**src/rtl/pt_walker.sv**
```systemverilog
module pt_walker #(
  parameter int IDX_W = 10,
  parameter int OFF_W = 12,
  parameter int PFN_W = 20,
  localparam int VA_W = 2 * IDX_W + OFF_W,
  localparam int PA_W = PFN_W + OFF_W,
  localparam int MA_W = PFN_W + IDX_W,
  localparam int ENT_W = PFN_W + OFF_W
) (
  input  logic             clk,
  input  logic             rst_n,
  input  logic             req_valid,
  output logic             req_ready,
  input  logic [VA_W-1:0]  req_vaddr,
  input  logic             req_write,
  input  logic [PFN_W-1:0] ptbase,
  output logic             mem_req_valid,
  input  logic             mem_req_ready,
  output logic [MA_W-1:0]  mem_req_addr,
  input  logic             mem_rsp_valid,
  input  logic [ENT_W-1:0] mem_rsp_data,
  output logic             rsp_valid,
  input  logic             rsp_ready,
  output logic [PA_W-1:0]  rsp_paddr,
  output logic [1:0]       rsp_status
);
  localparam logic [1:0] ST_OK = 2'b00, ST_INV = 2'b01, ST_PROT = 2'b10;

  typedef enum logic [2:0] {S_IDLE, S_OREQ, S_OWAIT, S_IREQ, S_IWAIT, S_RESP} state_t;
  state_t state;

  logic [VA_W-1:0] va_q;
  logic            wr_q;
  logic            ro_q;
  logic [MA_W-1:0] addr_q;
  logic [PA_W-1:0] pa_q;
  logic [1:0]      stat_q;

  wire             ent_valid = mem_rsp_data[0];
  wire             ent_ro    = mem_rsp_data[1];
  wire [PFN_W-1:0] ent_pfn   = mem_rsp_data[ENT_W-1 -: PFN_W];
  wire             unused_rsvd = ^mem_rsp_data[OFF_W-1:2];

  always_ff @(posedge clk) begin
    if (!rst_n) begin
      state  <= S_IDLE;
      va_q   <= '0;
      wr_q   <= 1'b0;
      ro_q   <= 1'b0;
      addr_q <= '0;
      pa_q   <= '0;
      stat_q <= ST_OK;
    end else begin
      case (state)
        S_IDLE: if (req_valid) begin
          va_q   <= req_vaddr;
          wr_q   <= req_write;
          addr_q <= {ptbase, req_vaddr[VA_W-1 -: IDX_W]};
          state  <= S_OREQ;
        end
        S_OREQ: if (mem_req_ready) state <= S_OWAIT;
        S_OWAIT: if (mem_rsp_valid) begin
          if (!ent_valid) begin
            stat_q <= ST_INV;
            pa_q   <= '0;
            state  <= S_RESP;
          end else begin
            ro_q   <= ent_ro;
            addr_q <= {ent_pfn, va_q[OFF_W +: IDX_W]};
            state  <= S_IREQ;
          end
        end
        S_IREQ: if (mem_req_ready) state <= S_IWAIT;
        S_IWAIT: if (mem_rsp_valid) begin
          state <= S_RESP;
          if (!ent_valid) begin
            stat_q <= ST_INV;
            pa_q   <= '0;
          end else if (wr_q && (ro_q || ent_ro)) begin
            stat_q <= ST_PROT;
            pa_q   <= '0;
          end else begin
            stat_q <= ST_OK;
            pa_q   <= {ent_pfn, va_q[OFF_W-1:0]};
          end
        end
        S_RESP: if (rsp_ready) state <= S_IDLE;
        default: state <= S_IDLE;
      endcase
    end
  end

  assign req_ready     = (state == S_IDLE);
  assign mem_req_valid = (state == S_OREQ) || (state == S_IREQ);
  assign mem_req_addr  = addr_q;
  assign rsp_valid     = (state == S_RESP);
  assign rsp_paddr     = pa_q;
  assign rsp_status    = stat_q;
endmodule

```
**config.mk**
```make
export PLATFORM = sky130hd
export DESIGN_NAME = pt_walker
export DESIGN_NICKNAME = d
export VERILOG_FILES = /design/src/rtl/pt_walker.sv
export SDC_FILE = /design/constraint.sdc
export NUM_CORES = 1
export LEC_CHECK = 0
export CORE_MARGIN = 2
export CORE_UTILIZATION = 28
export CTS_CLUSTER_DIAMETER = 30
export DETAILED_ROUTE_END_ITERATION = 16
export SLEW_MARGIN = 0
export SYNTH_ARGS = -nofsm -noshare
export SYNTH_HDL_FRONTEND = slang
export SYNTH_SLANG_ARGS = --single-unit
export TNS_END_PERCENT = 5
```
**constraint.sdc**
```tcl
create_clock -name clk -period 1.66 [get_ports clk]
set_input_delay 0.415 -clock clk [delete_from_list [all_inputs] [get_ports clk]]
set_output_delay 0.415 -clock clk [all_outputs]
set_load 0.01 [all_outputs]
```
* After elaboration in Yosys (flattened, before gate mapping)
Index checks and enable logic that the tools add are counted.
** Word-level totals
- Bits in registers :: 91
- Bits of input ports :: 91
- Output and inout port bits :: 67
- Logic and storage cells :: 55
** Operators by class
- Equality and inequality tests :: 13
- Mux-type cells :: 24
- Reduce and logical (&&, ||, !) cells :: 11
** Operator list (count)
- two-way mux 32 bit :: 5
- two-way mux 30 bit :: 3
- one-hot mux 32 bit (2 select lines) :: 1
- one-hot mux 30 bit (2 select lines) :: 1
- two-way mux 3 bit :: 7
- one-hot mux 3 bit (6 select lines) :: 1
- != test 2 bit (second input constant) :: 7
- two-way mux 2 bit :: 5
- AND reduction 4 bit :: 2
- == test 3 x 2 -> 1 bit (second input constant) :: 2
- == test 3 bit (second input constant) :: 2
- AND reduction 6 bit :: 1
- one-hot mux 2 bit (2 select lines) :: 1
- nonzero test 2 bit :: 2
- == test 3 x 1 -> 1 bit (second input constant) :: 1
- logical NOT 3 bit :: 1
- AND reduction 3 bit :: 1
- logical OR 1 bit :: 2
- != test 2 x 1 -> 1 bit (second input constant) :: 1
- AND reduction 2 bit :: 1
- logical AND 1 bit :: 1

* Logic depth before layout (Yosys ltp)
- Depth after elaboration :: 6
- Gate-level depth with buffers :: 7
- Mapped depth without buffers :: 4

* Least setup slack after synthesis
Ideal clock, no wire load.
- Path type :: reg-to-reg
- Start point :: register state[1]
- End point :: register addr_q[0], in the netlist mem_req_addr[0]
- Setup time :: 116 ps
- Arrival :: 1278 ps
- Data required time :: 1544 ps
- Setup slack :: 266 ps
- Stages on the path, launching flop included :: 7
- Buffers on the path :: 2
- Period minus slack after synthesis :: 1394 ps
- Cell sequence :: dfxtp_1 -> buf_6 -> nand3_4 -> a211oi_4 -> buf_6 -> nand2_1 -> o211a_1
** On the way
- Cells in the longest elaborated chain, start to end :: 3
- Elaborated cells between the ends (all ways) :: 8
- Those cells by class :: eq/ne: 4; mux: 1; reduce/logical: 3
** RTL lines
- start: declaration :: RTL line 30 : state_t state;
- start signal: assignment :: RTL line 46 : state <= S_IDLE;
- start signal: assignment :: RTL line 59 : state <= S_OREQ;
- start signal: assignment :: RTL line 61 : S_OREQ: if (mem_req_ready) state <= S_OWAIT;
- == test 3 x 2 -> 1 bit or logical NOT 3 bit (tied branches) :: RTL line 54 : case (state)
- != test 2 bit (no source line) or nonzero test 2 bit (tied branches)
- AND reduction 4 bit (no source line)
- end signal: assignment :: RTL line 58 : addr_q <= {ptbase, req_vaddr[VA_W-1 -: IDX_W]};
- end signal: assignment :: RTL line 69 : addr_q <= {ent_pfn, va_q[OFF_W +: IDX_W]};
- end: declaration :: RTL line 35 : logic [MA_W-1:0] addr_q;
Parallel ways exist; a longest one is shown, timed or not.
A chain may end at the register's enable or synchronous reset.

* Final worst setup path
- Start point :: register addr_q[26], in the netlist mem_req_addr[26]
- End point :: output mem_req_addr[26]
** RTL lines
- end: declaration :: RTL line 19 : output logic [MA_W-1:0] mem_req_addr,
No word-level cell between the ends.

==> run metrics <==
status completed; CTS Sinks 91; Bufs on Longest Clock Path 2; cts hold-fix bufs 0; Hold Path Class reg -> reg; Post-Syn Instances 431; Die Area 15400 µm²; root buf cell clkbuf_16; P_int 4.07 mW; Setup Crit Path Kind reg -> out; crit path DAT 1200 ps; cts repair resizes 25; Post-Syn Nets 522; Yosys cell types 38; fraction of final layout cells sized beyond drive strength 1 0.0966; CP max stage delay 540 ps; number of remaining DRC errors 0; total grt overflow 0; TritonCTS clock tree built; fmax 618 MHz; Final Skew 7.28 ps; Worst VDD drop 0.548 mV; GP Congestion 0.818; number of max-cap violations 0; Final Max Tran Viols 0; Register Area 1820 µm²; first-pass GRT wire length 16900 µm; routed length per placed instance 15.0 µm; core area 14000 µm²; Critical-path top delay cell clkdlybuf4s50_1; Combinational Power Share 0.187; DRT Pass-1 Iters 4; crit path cell chain clkdlybuf4s50_1; Routed Antenna Nets 0; TNS Setup 0 ps; maximum fanout along the worst path 2; Final Hold Viols 0; worst-margin pin slew 364 ps; Crit path max-delay family buffers and inverters; Sw Ratio 0.253; yosys warns 0; later-pin clock latency in the skew report 340 ps; Tmin final 1620 ps; RSZ-0062 raised after global routing true; placed cells 744; # Post-CTS Setup Buffers 0; hpwl dp 8040 µm; ant diodes 0; Die H 124 µm; Iter 0 DRT Violations 161; num ports 158; Mean Syn Cell Area 9.34 µm²; Multi-input gate area 1930 µm²; Routed WL 11400 µm; pin count of the biggest net entering global routing 92; PortBufs 147; H-tree levels 3; most frequent cells in the layout nand2_1 (111), dfxtp_1 (89), clkdlybuf4s50_1 (79); Syn-to-layout area delta 52.9%; synthesized cell area 4030 µm²; slack of the critical path 43.0 ps; Data required, critical path 1240 ps; Seq/Total Area, Yosys 0.452; post-place instance area 5750 µm²; Num CTS Buffers 9; Via density 4.72; Setup-failing EPs final 0; Reg power frac 0.440; worst hold slack 446 ps; Leak 3.26 nW; final core utilization 0.440; starting density of the core 0.288; Layout Cells excl Fill 760; commonest non-fill, non-tap cell in the layout nand2_1; nets@finish 666; DP Worst Slack -438 ps; final instance area 6160 µm²; CP startpoint kind flip-flop; via count 3586; Synth Register Bits 91; headroom to the max-slew limit 0.757; Bufs and invs on worst path 1; fillers 1402; vias in the first global route 3475; Pwr Density 885 nW/µm²; initial antenna violation count 0; Setup crit end kind output port; switching pwr 1.38 mW; Total GRT Usage 0.143; Clock transition at path regs 60 ps; total power 5.45 mW; Clk pwr share 0.374; Die W 124 µm; period utilization 0.974; Row Count 43
==> sequential cells by signal (all words and copies together) (netlist names) <==
name          cells
rsp_paddr        32
wr_q              1
rsp_status        2
mem_req_addr     30
ro_q              1
state             3
va_q             22
==> routing by layer <==
metal,track usage,vias to the layer above,part of all wire
met5,0,-,0
met4,0.0421,0,0.0089
met3,0.0481,9,0.077
li1,-,1776,-
met2,0.249,110,0.49
met1,0.167,1691,0.43
==> cell usage after synthesis (all sizes together) <==
cell type | number | area (µm²)
nand2 | 111 | 417
dfxtp | 91 | 1820
a21boi | 56 | 420
nand3 | 34 | 183
mux2i | 32 | 320
o211a | 31 | 310
buf | 27 | 236
clkbuf | 13 | 48.8
a21oi | 4 | 20.0
nand2b | 4 | 25.0
nor3 | 4 | 25.0
o21ai | 3 | 15.0
and2 | 2 | 12.5
nor3b | 2 | 31.3
a211oi | 1 | 20.0
a221oi | 1 | 8.76
a311oi | 1 | 8.76
and2b | 1 | 10.0
and4 | 1 | 8.76
inv | 1 | 3.75
nand3b | 1 | 7.51
nand4 | 1 | 6.26
nor2 | 1 | 3.75
nor2b | 1 | 6.26
o211ai | 1 | 7.51
o21a | 1 | 7.51
o21ba | 1 | 10.0
o21bai | 1 | 11.3
o22ai | 1 | 6.26
o2bb2ai | 1 | 8.76
or3 | 1 | 6.26
==> worst min-delay path, stage by stage, from the launching register on <==
cell	delay [ps]
dfxtp_1	310
nand2_1	50
a21boi_1	50
==> cell families after synthesis <==
logic type	after synthesis	share of synthesized area
AO/OA/AOI/OAI	103	0.212
multiplexers	32	0.0795
buffers and inverters	41	0.0718
flip-flops	91	0.452
AND/OR/NAND/NOR	164	0.184
==> area by class of cell <==
| cell class | instances | area share |
|---|---|---|
| tap | 180 | 0.0366 |
| clock buffer | 9 | 0.0366 |
| timing repair buffer | 173 | 0.305 |
| sequential | 91 | 0.296 |
| clock inverter | 7 | 0.0120 |
| inverter | 1 | 0.000610 |
| multi-input combinational | 299 | 0.313 |
==> final timing paths <==
path / from / endpoint / slack [ps] / cells after the start
max: mem_req_addr[26]$_SDFFE_PN0P_ / mem_req_addr[26] / 40 / 1
min: rsp_paddr[24]$_SDFFE_PN0P_ / rsp_paddr[24]$_SDFFE_PN0P_ / 450 / 2
max reg2reg: state[2]$_SDFFE_PN0P_ / mem_req_addr[15]$_SDFFE_PN0P_ / 50 / 6
min reg2reg: rsp_paddr[24]$_SDFFE_PN0P_ / rsp_paddr[24]$_SDFFE_PN0P_ / 450 / 2
==> power groups by stage <==
stage	registers, mW	logic, mW	clock network (mW)
final	2.40	1.02	2.04
after global routing	2.41	1.10	2.20
after CTS	2.40	1.04	2.12
after detailed placement	2.45	1.05	0
after global placement	2.44	1.04	0
after floorplan	2.47	0.489	0
Power figures use the tool's default switching activity.
